===== src/rtl/mb_sched_pkg.sv =====
package mb_sched_pkg;

    localparam int MB_NUM_W = 16;

    typedef enum logic [1:0] {
        SLOT_EMPTY = 2'd0,
        SLOT_MB    = 2'd1,
        SLOT_BUB   = 2'd2
    } slot_kind_e;

    typedef struct packed {
        slot_kind_e            kind;
        logic [MB_NUM_W-1:0]   num;
        logic                  first;
    } slot_t;

    typedef enum logic [1:0] {
        SCH_IDLE  = 2'd0,
        SCH_INIT  = 2'd1,
        SCH_ISSUE = 2'd2,
        SCH_WAIT  = 2'd3
    } sch_state_e;

endpackage


===== src/rtl/mb_raster_issue.sv =====
module mb_raster_issue
    import mb_sched_pkg::*;
#(
    parameter int DIM_W = 8
) (
    input  logic             clk,
    input  logic             rst_n,
    input  logic             load,
    input  logic [DIM_W-1:0] width_i,
    input  logic [DIM_W-1:0] height_i,
    input  logic             advance,
    output slot_t            entry_o
);

    typedef struct packed {
        logic [DIM_W-1:0]    col;
        logic [DIM_W-1:0]    row;
        logic [DIM_W-1:0]    wid;
        logic [DIM_W-1:0]    hgt;
        logic [MB_NUM_W-1:0] num;
        logic                bub;
        logic                left;
    } iss_t;

    iss_t iss_d, iss_q;

    always_comb begin
        iss_d = iss_q;
        if (load) begin
            iss_d.col  = '0;
            iss_d.row  = '0;
            iss_d.num  = '0;
            iss_d.bub  = 1'b0;
            iss_d.wid  = width_i;
            iss_d.hgt  = height_i;
            iss_d.left = (width_i != '0) && (height_i != '0);
        end else if (advance && iss_q.left) begin
            if (iss_q.bub) begin
                iss_d.bub = 1'b0;
            end else begin
                iss_d.num = iss_q.num + MB_NUM_W'(1);
                if (iss_q.col == iss_q.wid - DIM_W'(1)) begin
                    iss_d.col = '0;
                    if (iss_q.row == iss_q.hgt - DIM_W'(1)) begin
                        iss_d.left = 1'b0;
                    end else begin
                        iss_d.row = iss_q.row + DIM_W'(1);
                        iss_d.bub = 1'b1;
                    end
                end else begin
                    iss_d.col = iss_q.col + DIM_W'(1);
                end
            end
        end
    end

    always_comb begin
        entry_o       = '0;
        entry_o.kind  = SLOT_EMPTY;
        if (iss_q.left) begin
            if (iss_q.bub) begin
                entry_o.kind = SLOT_BUB;
            end else begin
                entry_o.kind  = SLOT_MB;
                entry_o.num   = iss_q.num;
                entry_o.first = (iss_q.col == '0);
            end
        end
    end

    always_ff @(posedge clk or negedge rst_n) begin
        if (!rst_n) iss_q <= '0;
        else        iss_q <= iss_d;
    end

endmodule


===== src/rtl/mb_slot_chain.sv =====
module mb_slot_chain
    import mb_sched_pkg::*;
#(
    parameter int DEPTH = 4
) (
    input  logic  clk,
    input  logic  rst_n,
    input  logic  step,
    input  slot_t entry_i,
    output slot_t slots_o [DEPTH]
);

    slot_t slot_d [DEPTH];
    slot_t slot_q [DEPTH];

    always_comb begin
        for (int k = 0; k < DEPTH; k++) slot_d[k] = slot_q[k];
        if (step) begin
            slot_d[0] = entry_i;
            for (int k = 1; k < DEPTH; k++) slot_d[k] = slot_q[k-1];
        end
    end

    for (genvar k = 0; k < DEPTH; k++) begin : g_slot
        always_ff @(posedge clk or negedge rst_n) begin
            if (!rst_n) slot_q[k] <= '0;
            else        slot_q[k] <= slot_d[k];
        end
        assign slots_o[k] = slot_q[k];
    end

endmodule


===== src/rtl/mb_done_track.sv =====
module mb_done_track #(
    parameter int N = 4
) (
    input  logic         clk,
    input  logic         rst_n,
    input  logic         step,
    input  logic [N-1:0] need,
    input  logic [N-1:0] done_i,
    output logic         all_done
);

    logic [N-1:0] seen_d, seen_q;

    always_comb begin
        seen_d   = step ? '0 : (seen_q | done_i);
        all_done = &(seen_q | done_i | ~need);
    end

    always_ff @(posedge clk or negedge rst_n) begin
        if (!rst_n) seen_q <= '0;
        else        seen_q <= seen_d;
    end

endmodule


===== src/rtl/mb_pipe_sched.sv =====
module mb_pipe_sched
    import mb_sched_pkg::*;
#(
    parameter int STAGES      = 4,
    parameter int DIM_W       = 8,
    parameter int INIT_CYCLES = 8
) (
    input  logic                             clk,
    input  logic                             rst_n,
    input  logic                             frame_start,
    input  logic [DIM_W-1:0]                 frame_w,
    input  logic [DIM_W-1:0]                 frame_h,
    input  logic [STAGES-1:0]                stage_done,
    output logic [STAGES-1:0]                stage_start,
    output logic [STAGES-1:0]                stage_vld,
    output logic [STAGES-1:0]                stage_bub,
    output logic [STAGES-1:0][MB_NUM_W-1:0]  stage_mb,
    output logic                             full_reload,
    output logic                             busy,
    output logic                             frame_done
);

    localparam int CNT_W = $clog2(INIT_CYCLES + 1);

    typedef struct packed {
        sch_state_e       st;
        logic [CNT_W-1:0] cnt;
        logic             fdone;
    } ctl_t;

    ctl_t  ctl_d, ctl_q;
    logic  step;
    logic  load;
    logic  all_done;
    logic  frame_end;
    slot_t entry;
    slot_t slots [STAGES];

    mb_raster_issue #(.DIM_W(DIM_W)) u_issue (
        .clk     (clk),
        .rst_n   (rst_n),
        .load    (load),
        .width_i (frame_w),
        .height_i(frame_h),
        .advance (step),
        .entry_o (entry)
    );

    mb_slot_chain #(.DEPTH(STAGES)) u_chain (
        .clk    (clk),
        .rst_n  (rst_n),
        .step   (step),
        .entry_i(entry),
        .slots_o(slots)
    );

    mb_done_track #(.N(STAGES)) u_done (
        .clk     (clk),
        .rst_n   (rst_n),
        .step    (step),
        .need    (stage_vld),
        .done_i  (stage_done),
        .all_done(all_done)
    );

    for (genvar k = 0; k < STAGES; k++) begin : g_out
        assign stage_vld[k] = (slots[k].kind == SLOT_MB);
        assign stage_bub[k] = (slots[k].kind == SLOT_BUB);
        assign stage_mb[k]  = stage_vld[k] ? slots[k].num : '0;
    end

    // pipeline is empty after this step when no macroblock moves on and none enters
    always_comb begin
        frame_end = (entry.kind == SLOT_EMPTY);
        for (int k = 0; k < STAGES - 1; k++) begin
            if (slots[k].kind == SLOT_MB) frame_end = 1'b0;
        end
    end

    always_comb begin
        ctl_d       = ctl_q;
        ctl_d.fdone = 1'b0;
        step        = 1'b0;
        load        = 1'b0;
        unique case (ctl_q.st)
            SCH_IDLE: begin
                if (frame_start) begin
                    load      = 1'b1;
                    ctl_d.cnt = '0;
                    ctl_d.st  = SCH_INIT;
                end
            end
            SCH_INIT: begin
                ctl_d.cnt = ctl_q.cnt + CNT_W'(1);
                if (ctl_q.cnt == CNT_W'(INIT_CYCLES - 1)) step = 1'b1;
            end
            SCH_ISSUE: ctl_d.st = SCH_WAIT;
            SCH_WAIT:  step = all_done;
            default:   ctl_d.st = SCH_IDLE;
        endcase
        if (step) begin
            if (frame_end) begin
                ctl_d.st    = SCH_IDLE;
                ctl_d.fdone = 1'b1;
            end else begin
                ctl_d.st = SCH_ISSUE;
            end
        end
    end

    always_ff @(posedge clk or negedge rst_n) begin
        if (!rst_n) ctl_q <= '{st: SCH_IDLE, cnt: '0, fdone: 1'b0};
        else        ctl_q <= ctl_d;
    end

    assign stage_start = (ctl_q.st == SCH_ISSUE) ? stage_vld : '0;
    assign full_reload = stage_vld[0] && slots[0].first;
    assign busy        = (ctl_q.st != SCH_IDLE);
    assign frame_done  = ctl_q.fdone;

endmodule


===== config.mk =====
export PLATFORM = sky130hd
export DESIGN_NAME = mb_pipe_sched
export DESIGN_NICKNAME = d
export VERILOG_FILES = /design/src/rtl/mb_sched_pkg.sv /design/src/rtl/mb_raster_issue.sv /design/src/rtl/mb_slot_chain.sv /design/src/rtl/mb_done_track.sv /design/src/rtl/mb_pipe_sched.sv
export SDC_FILE = /design/constraint.sdc
export NUM_CORES = 1
export LEC_CHECK = 0
export BUFFER_PORTS_ARGS = -buffer_cell sky130_fd_sc_hd__buf_4
export CAP_MARGIN = 20
export CORE_MARGIN = 2
export CORE_UTILIZATION = 50
export DETAILED_ROUTE_END_ITERATION = 8
export GPL_ROUTABILITY_DRIVEN = 1
export HOLD_SLACK_MARGIN = 0.08
export PLACE_DENSITY = 0.77
export SLEW_MARGIN = 10
export SYNTH_ARGS = -nofsm -noshare
export SYNTH_HDL_FRONTEND = slang
export SYNTH_HIERARCHICAL = 1
export SYNTH_SLANG_ARGS = --single-unit

===== constraint.sdc =====
create_clock -name clk -period 3.7 [get_ports clk]
set_input_delay 0.74 -clock clk [delete_from_list [all_inputs] [get_ports clk]]
set_output_delay 0.74 -clock clk [all_outputs]
set_load 0.005 [all_outputs]

After elaboration in Yosys (flattened, before gate mapping)
Cells that the tools add are included.

word-level totals
  register bits = 134
  output and inout bits = 79
  logic and storage cells = 104

operators by class
  $add $sub $neg = 6
  eq/ne operators = 18
  multiplexer cells = 37
  bitwise gates (word level) = 3
  reductions and logical operators = 20

operators by type and width
  cell                                               number
  2-to-1 mux 16 bit                                  8
  2-to-1 mux 18 bit                                  2
  2-to-1 mux 8 bit                                   3
  2-to-1 mux 19 bit                                  1
  2-to-1 mux 17 bit                                  1
  adder 16 x 1 -> 16 bit (second input constant)     1
  adder 8 x 1 -> 8 bit (second input constant)       2
  == test 8 bit                                      2
  nonzero test 8 bit                                 2
  subtractor 8 x 1 -> 8 bit (second input constant)  2
  == test 2 bit (second input constant)              6
  2-to-1 mux 1 bit                                   12
  AND reduction 4 bit                                3
  == test 2 x 1 -> 1 bit (second input constant)     5
  nonzero test 2 bit                                 5
  logical NOT 8 bit                                  1
  2-to-1 mux 2 bit                                   4
  2-to-1 mux 4 bit                                   2
  OR 4 bit                                           2
  case mux 4 bit (2 select lines)                    1
  2-to-1 mux 6 bit                                   1
  != test 2 bit (second input constant)              3
  AND reduction 2 bit                                3
  adder 4 x 1 -> 4 bit (second input constant)       1
  other kinds (8)                                    11

Depth between registers and ports, before layout
Gate-level depths: netlist of run 1.

  word-level depth = 9
  mapped depth = 14
  mapped depth without buffers = 12

Hierarchy
Netlist of run 1, hierarchy kept.

by module, submodules not included
  module           times used  cells each  area an instance (um2)  seq. area each (um2)
  mb_raster_issue  1           323         2991.6                  1251.2
  mb_slot_chain    1           160         2975.4                  1901.8
  mb_pipe_sched    1           121         897.1                   175.2
  mb_done_track    1           17          166.4                   100.1

Worst setup path before layout of run 1
Ideal clock, no wire load.

  path type = flip-flop to flip-flop
  from = register u_chain.slot_q, in the netlist u_chain/slots_o[74]
  to = register u_issue/iss_q[17] (netlist bit)
  arrival = 2915 ps
  path slack = 707 ps
  cell stages (with the launch flop) = 15
  buffers on the path = 3
  clock period less this slack = 2993 ps
  path through = dfrtp_1 -> nor2b_1 -> buf_2 -> buf_2 -> nor3b_1 -> nor4_1 -> nand3_1 -> o31ai_4 -> nand3b_1 -> nand2b_1 -> and4_1 -> clkbuf_1 -> nand3_1 -> or3_1 -> a21oi_1

on the way
  longest elaborated chain between the ends = 8

RTL lines
  what                                  RTL line               text
  from (decl)                           mb_slot_chain.sv:14    slot_t slot_q [DEPTH];
  from (signal, indexed assignment)     mb_slot_chain.sv:27    else slot_q[k] <= slot_d[k];
  == test 2 x 1 -> 1 bit                mb_pipe_sched.sv:67    assign stage_vld[k] = (slots[k].kind == SLOT_MB);
  via stage_vld[0]                      mb_pipe_sched.sv:15    output logic [STAGES-1:0] stage_vld,
  inverter 4 bit                        mb_done_track.sv:16    all_done = &(seen_q | done_i | ~need);
  OR 4 bit                              mb_done_track.sv:16
  AND reduction 4 bit                   mb_done_track.sv:16
  via all_done                          mb_pipe_sched.sv:34    logic all_done;
  case mux 1 bit (2 select lines)       mb_pipe_sched.sv:85    unique case (ctl_q.st)
  via step                              mb_pipe_sched.sv:32    logic step;
  logical AND 1 bit                     mb_raster_issue.sv:37  end else if (advance && iss_q.left) begin
  nonzero test 2 bit (no source line)   n/a
  AND reduction 2 bit (no source line)  n/a
  to (signal assigned)                  mb_raster_issue.sv:73  else iss_q <= iss_d;
  to (decl)                             mb_raster_issue.sv:25  iss_t iss_d, iss_q;

The timed path passes the listed nets, and every way through them passes these cells.
A chain may end at the register's enable or synchronous reset.

Final worst setup path of run 1
  from = register u_chain.slot_q, in the netlist u_chain/slots_o[74]
  to = register u_chain.slot_q, in the netlist u_chain/slots_o[50]

on the way
  longest elaborated chain between the ends = 5

RTL lines
  what                             RTL line
  == test 2 x 1 -> 1 bit           mb_pipe_sched.sv:67
  inverter 4 bit                   mb_done_track.sv:16
  OR 4 bit                         mb_done_track.sv:16
  AND reduction 4 bit              mb_done_track.sv:16
  via all_done                     mb_pipe_sched.sv:34
  case mux 1 bit (2 select lines)  mb_pipe_sched.sv:85
  via step                         mb_pipe_sched.sv:32

The timed path passes the listed nets, and every way through them passes these cells.

==> flow_metrics.py, run 1 <==
metrics = {
    "status": {
        "status": "complete, no violations",
    },
    "detailed_routing": {
        "wl_mm": 15.09,
        "via_count": 5000,
        "antenna_left": 0,
        "wl_per_cell_um": 16.66,
        "first_iter_violations": 294,
        "viasPerCell": 5.519,
        "firstDrtPassIters": 6,
        "drc": 0,
    },
    "layout": {
        "mostFrequentLayoutCells": "dfrtp_1 (134), buf_4 (111), and2_1 (82)",
        "diodes": 0,
        "drive_above_1_share": 0.3356,
        "fin_nets": 747,
        "synthToLayoutAreaGrowth_pct": 21.98,
        "layout_commonest_cell": "dfrtp_1",
    },
    "setup_path": {
        "required_ns": 4.00,
        "critPathLaunchType": "flop",
        "crit_top_cell": "buf_4",
        "crit_arrival_ns": 3.39,
        "path_cells": "nor2b_1, nor3b_1, nor4_1, nand3_1, o31ai_4, buf_4, buf_4, mux2_2",
        "cp-end-kind": "flop",
        "crit_type": "flop to flop",
        "critPathMaxFanout": 47,
        "max_stage_delay_ns": 0.60,
        "crit_buf_inv": 2,
        "critPathTopFamily": "buffers and inverters",
        "crit_slowest_cell": "buf_4",
    },
    "die": {
        "dieHeight_um": 121.7,
        "ioPinCount": 102,
        "die_w_um": 121.7,
        "start_util": 0.5165,
        "dieArea_um2": 14800,
        "row_count": 42,
        "core_area_um2": 13400,
    },
    "place": {
        "place_congestion": 0.7754,
        "dp_hpwl_mm": 10.61,
        "io_buffer_count": 101,
        "pre_cts_ws_ns": 0.5186,
    },
    "clock_tree": {
        "insertion_delay_ns": 0.42,
        "cts_inserted_buffers": 17,
        "post_cts_buffers": 0,
        "htreeDepth": 4,
        "cts_num_sinks": 134,
        "ctsHoldBuffers": 0,
        "cts_tree": "done",
        "cts_root_buf": "clkbuf_16",
        "clkTransAtPathRegs_ns": 0.06,
        "cts_resized": 0,
        "clockBufferDepth": 2,
    },
    "logic_synthesis": {
        "ys_warn_count": 6,
        "synthCells": 615,
        "synth_area_um2": 6922,
        "syn_nets": 645,
        "avgSynthCellArea_um2": 11.25,
    },
    "pwr": {
        "fin_total_pwr_mw": 5.741,
        "power.density_nw_per_um2": 680.0,
        "ir_worst_vdd_v": 0.0003852,
        "p_leak_nw": 4.069,
    },
    "global_routing": {
        "grt_overflow": 0,
        "grt.total_usage": 0.2095,
        "grt_pass1_wl_mm": 24.23,
        "antenna_found_initial": 0,
        "grt_pass1_vias": 4995,
        "grt_max_degree": 73,
    },
    "sta": {
        "timing.final.crit_share": 0.8365,
        "rsz0062_at_grt": "no",
        "setup_violations": 0,
        "hold_viol": 0,
        "fin_hold_ws_ns": 0.4204,
        "worst_slack_ns": 0.6050,
        "max_freq_mhz": 323.1,
        "worst_slew_pin_slew_ns": 0.8049,
        "fin_tns_setup_ns": 0,
        "relSlewSlack": 0.4634,
        "drv_slew": 0,
        "fin_skew_ns": 0.008966,
        "final.min_clock_period_ns": 3.095,
    },
    "job": {
        "max_cap_viol_count": 0,
    },
    "hold_path": {
        "worstHoldPathType": "input pin to asynchronous set/reset pin",
    },
}
==> stage by stage <==
step           std cells    util  area, um2
2_1_floorplan        615       -       6922
3_3_place_gp         873  0.5842       7829
3_5_place_dp         873  0.5842       7829
4_1_cts              905  0.6295       8436
5_1_grt              906  0.6301       8443
6_report             906  0.6301       8443
==> path summary, 6_finish.rpt <==
| check | cells past startpoint | slack (ns) | from | endpoint |
|---|---|---|---|---|
| max | 8 | 0.60 | u_chain/slots_o[74] | u_chain/slots_o[50] |
| min | 1 | 0.42 | rst_n | u_chain/slots_o[27] |
| max reg2reg | 8 | 0.60 | u_chain/slots_o[74] | u_chain/slots_o[50] |
| min reg2reg | 2 | 0.50 | u_done/seen_q[1] | u_done/seen_q[1] |
| max in group asynchronous | 2 | 2.43 | rst_n | u_chain/slots_o[23] |
| min in group clk | 2 | 0.50 | u_done/seen_q[1] | u_done/seen_q[1] |
==> state kept, by name, indices dropped and copies added, names as in the netlist <==
signal / count
frame_done: 1
u_issue/iss_q: 50
ctl_q: 6
u_chain/slots_o: 73
u_done/seen_q: 4
==> routing by layer <==
metal | global-route usage | vias to the layer above | part of all wire
li1 | - | 2334 | -
met1 | 0.2501 | 2478 | 0.42
met2 | 0.3641 | 161 | 0.50
met3 | 0.04775 | 27 | 0.045
met4 | 0.08980 | 0 | 0.029
met5 | 0 | - | 0
==> where the power goes <==
group / total (mW) / internal (mW) / switching, mW
logic: 1.97 / 0.933 / 1.04
registers: 2.06 / 1.73 / 0.321
clock network: 1.72 / 1.10 / 0.621
total: 5.74 / 3.76 / 1.98
==> cell type report <==
type                            instances  area, um2
Sequential cell                       134       3353
Clock buffer                           21      460.4
Tap cell                              176      220.2
Timing Repair Buffer                  112      853.3
Multi-Input combinational cell        442       3372
Clock inverter                         11      146.4
Inverter                               10      37.54
Fill cell                            1068       4957
Note: power is estimated with default switching activity, not from simulation.
==> run 2, diff against run 1 <==
--- a/config.mk
+++ b/config.mk
@@ -12,7 +12,7 @@
 export DETAILED_ROUTE_END_ITERATION = 8
 export GPL_ROUTABILITY_DRIVEN = 1
 export HOLD_SLACK_MARGIN = 0.08
-export PLACE_DENSITY = 0.77
+export PLACE_DENSITY = 0.8
 export SLEW_MARGIN = 10
 export SYNTH_ARGS = -nofsm -noshare
 export SYNTH_HDL_FRONTEND = slang
==> constraint.sdc (replaced) <==
create_clock -name clk -period 2.7 [get_ports clk]
set_input_delay 0.54 -clock clk [delete_from_list [all_inputs] [get_ports clk]]
set_output_delay 0.54 -clock clk [all_outputs]
set_load 0.005 [all_outputs]
==> flow_metrics.py, run 2 (synthesis gave the netlist of run 1 again) <==
metrics = {
    "pwr": {
        "fin_total_pwr_mw": 7.882,
        "power.density_nw_per_um2": 921.0,
        "p_leak_nw": 4.090,
        "ir_worst_vdd_v": 0.0006112,
    },
    "detailed_routing": {
        "drc": 0,
        "first_iter_violations": 362,
        "viasPerCell": 5.434,
        "via_count": 4967,
        "antenna_left": 0,
        "firstDrtPassIters": 6,
        "wl_per_cell_um": 16.41,
        "wl_mm": 15.00,
    },
    "setup_path": {
        "cp-startpoint": "u_chain/slots_o[36]",
        "crit_type": "flop to flop",
        "cp-end-kind": "flop",
        "r2r_end": "u_issue/iss_q[39]",
        "reg2reg_depth": 11,
        "critPathMaxFanout": 8,
        "rrSetupSlack_ns": 0.20,
        "required_ns": 3.03,
        "critPathLaunchType": "flop",
        "crit_arrival_ns": 2.83,
        "timing.rr.start": "u_chain/slots_o[36]",
    },
    "clock_tree": {
        "ctsHoldBuffers": 0,
        "cts_tree": "done",
        "htreeDepth": 4,
        "insertion_delay_ns": 0.42,
        "cts_root_buf": "clkbuf_16",
        "clockBufferDepth": 2,
        "cts_inserted_buffers": 17,
        "clkTransAtPathRegs_ns": 0.06,
        "cts_num_sinks": 134,
    },
    "sta": {
        "fin_skew_ns": 0.006634,
        "setup_violations": 0,
        "worst_slew_pin_slew_ns": 0.7948,
        "timing.final.crit_share": 0.9257,
        "rsz0062_at_grt": "no",
        "relSlewSlack": 0.4702,
        "hold_viol": 0,
        "final.min_clock_period_ns": 2.499,
        "max_freq_mhz": 400.1,
        "drv_slew": 0,
    },
    "place": {
        "place_congestion": 0.8756,
        "io_buffer_count": 101,
        "dp_hpwl_mm": 10.50,
    },
    "die": {
        "ioPinCount": 102,
        "row_count": 42,
        "start_util": 0.5165,
        "dieArea_um2": 14800,
        "dieHeight_um": 121.7,
        "core_area_um2": 13400,
        "die_w_um": 121.7,
    },
    "job": {
        "max_cap_viol_count": 0,
    },
    "layout": {
        "layout_commonest_cell": "dfrtp_1",
        "largest_register_ffs": 73,
        "mostFrequentLayoutCells": "dfrtp_1 (134), buf_4 (116), and2_1 (82)",
        "synthToLayoutAreaGrowth_pct": 23.64,
        "drive_above_1_share": 0.3469,
        "final_core_util": 0.6387,
        "fin_nets": 755,
        "diodes": 0,
    },
    "global_routing": {
        "grt_max_degree": 80,
        "grt_overflow": 0,
        "antenna_found_initial": 0,
        "grt_pass1_wl_mm": 24.63,
        "grt_pass1_vias": 4972,
        "grt.total_usage": 0.2135,
    },
    "hold_path": {
        "worstHoldPathType": "input pin to asynchronous set/reset pin",
    },
    "status": {
        "status": "complete, no violations",
    },
}
==> run 2: cell count changes in the layout (fill, tap and decap cells not counted), moves of 3 or more <==
cell      change
buf_4         +5
clkbuf_1      +4
and3_1        -3
and3_4        +3
buf_12        +3
clkinv_2      -3
==> run 2: worst max-delay path by stage <==
| stage | endpoint | slack [ns] | cells past startpoint |
|---|---|---|---|
| after detailed placement | u_issue/iss_q[40] | 0.09 | 11 |
| after global routing | u_issue/iss_q[17] | 0.01 | 11 |
| after CTS | u_issue/iss_q[40] | 0.09 | 11 |
| after floorplan | u_issue/iss_q[17] | -0.06 | 14 |
| final | u_issue/iss_q[39] | 0.20 | 11 |
| after global placement | u_issue/iss_q[37] | 0.16 | 11 |
==> run 2: routing by layer <==
metal | GRT usage | share of wire | vias to the layer above
met4 | 0.09124 | 0.030 | 0
met1 | 0.2603 | 0.42 | 2444
li1 | - | - | 2349
met3 | 0.04822 | 0.046 | 24
met2 | 0.3652 | 0.50 | 150
met5 | 0 | 0 | -
==> run 2: critical path, cell delays in order, from the launching register on <==
cell,delay [ns]
dfrtp_1,0.41
nor2b_1,0.15
nor3b_1,0.14
nor4_1,0.34
nand3_1,0.18
o31ai_4,0.12
nand2_2,0.13
nor2_4,0.12
and3_4,0.21
o211ai_4,0.11
or3_1,0.37
a21oi_1,0.15
==> run 2: area by class of cell <==
type	instances	area [um2]
Tap cell	176	220.2
Multi-Input combinational cell	442	3416
Clock buffer	26	489.2
Inverter	10	37.54
Timing Repair Buffer	120	950.9
Fill cell	1042	4842
Sequential cell	134	3353
Clock inverter	6	91.34
==> run 2: where the power goes <==
group          total [mW]  internal [mW]  leakage [nW]  switching (mW)
Combinational        2.82           1.35          2.03            1.47
Sequential           2.81           2.38          1.79           0.431
Clock                2.26           1.44         0.271           0.820
Total                7.88           5.16          4.09            2.72
==> run 2: stage by stage <==
step	setup TNS, ns	hold slack [ns]	setup slack (ns)	instance area [um2]	instances
after global routing	0	0.2694	0.01444	8558	914
final	0	0.2130	0.2006	8558	914
after detailed placement	0	0.4871	0.08548	7919	879
after global placement	0	0.4777	0.1588	7919	879
after CTS	0	0.2356	0.09226	8499	911
after floorplan	-0.1291	0.2444	-0.06457	6945	615
==> run 2: repair_timing <==
| action | 4_1_cts | 5_1_grt |
|---|---|---|
| resized for setup | 0 | 7 |
| setup buffers | 0 | 3 |
| setup endpoints to repair | 0 | 9 |
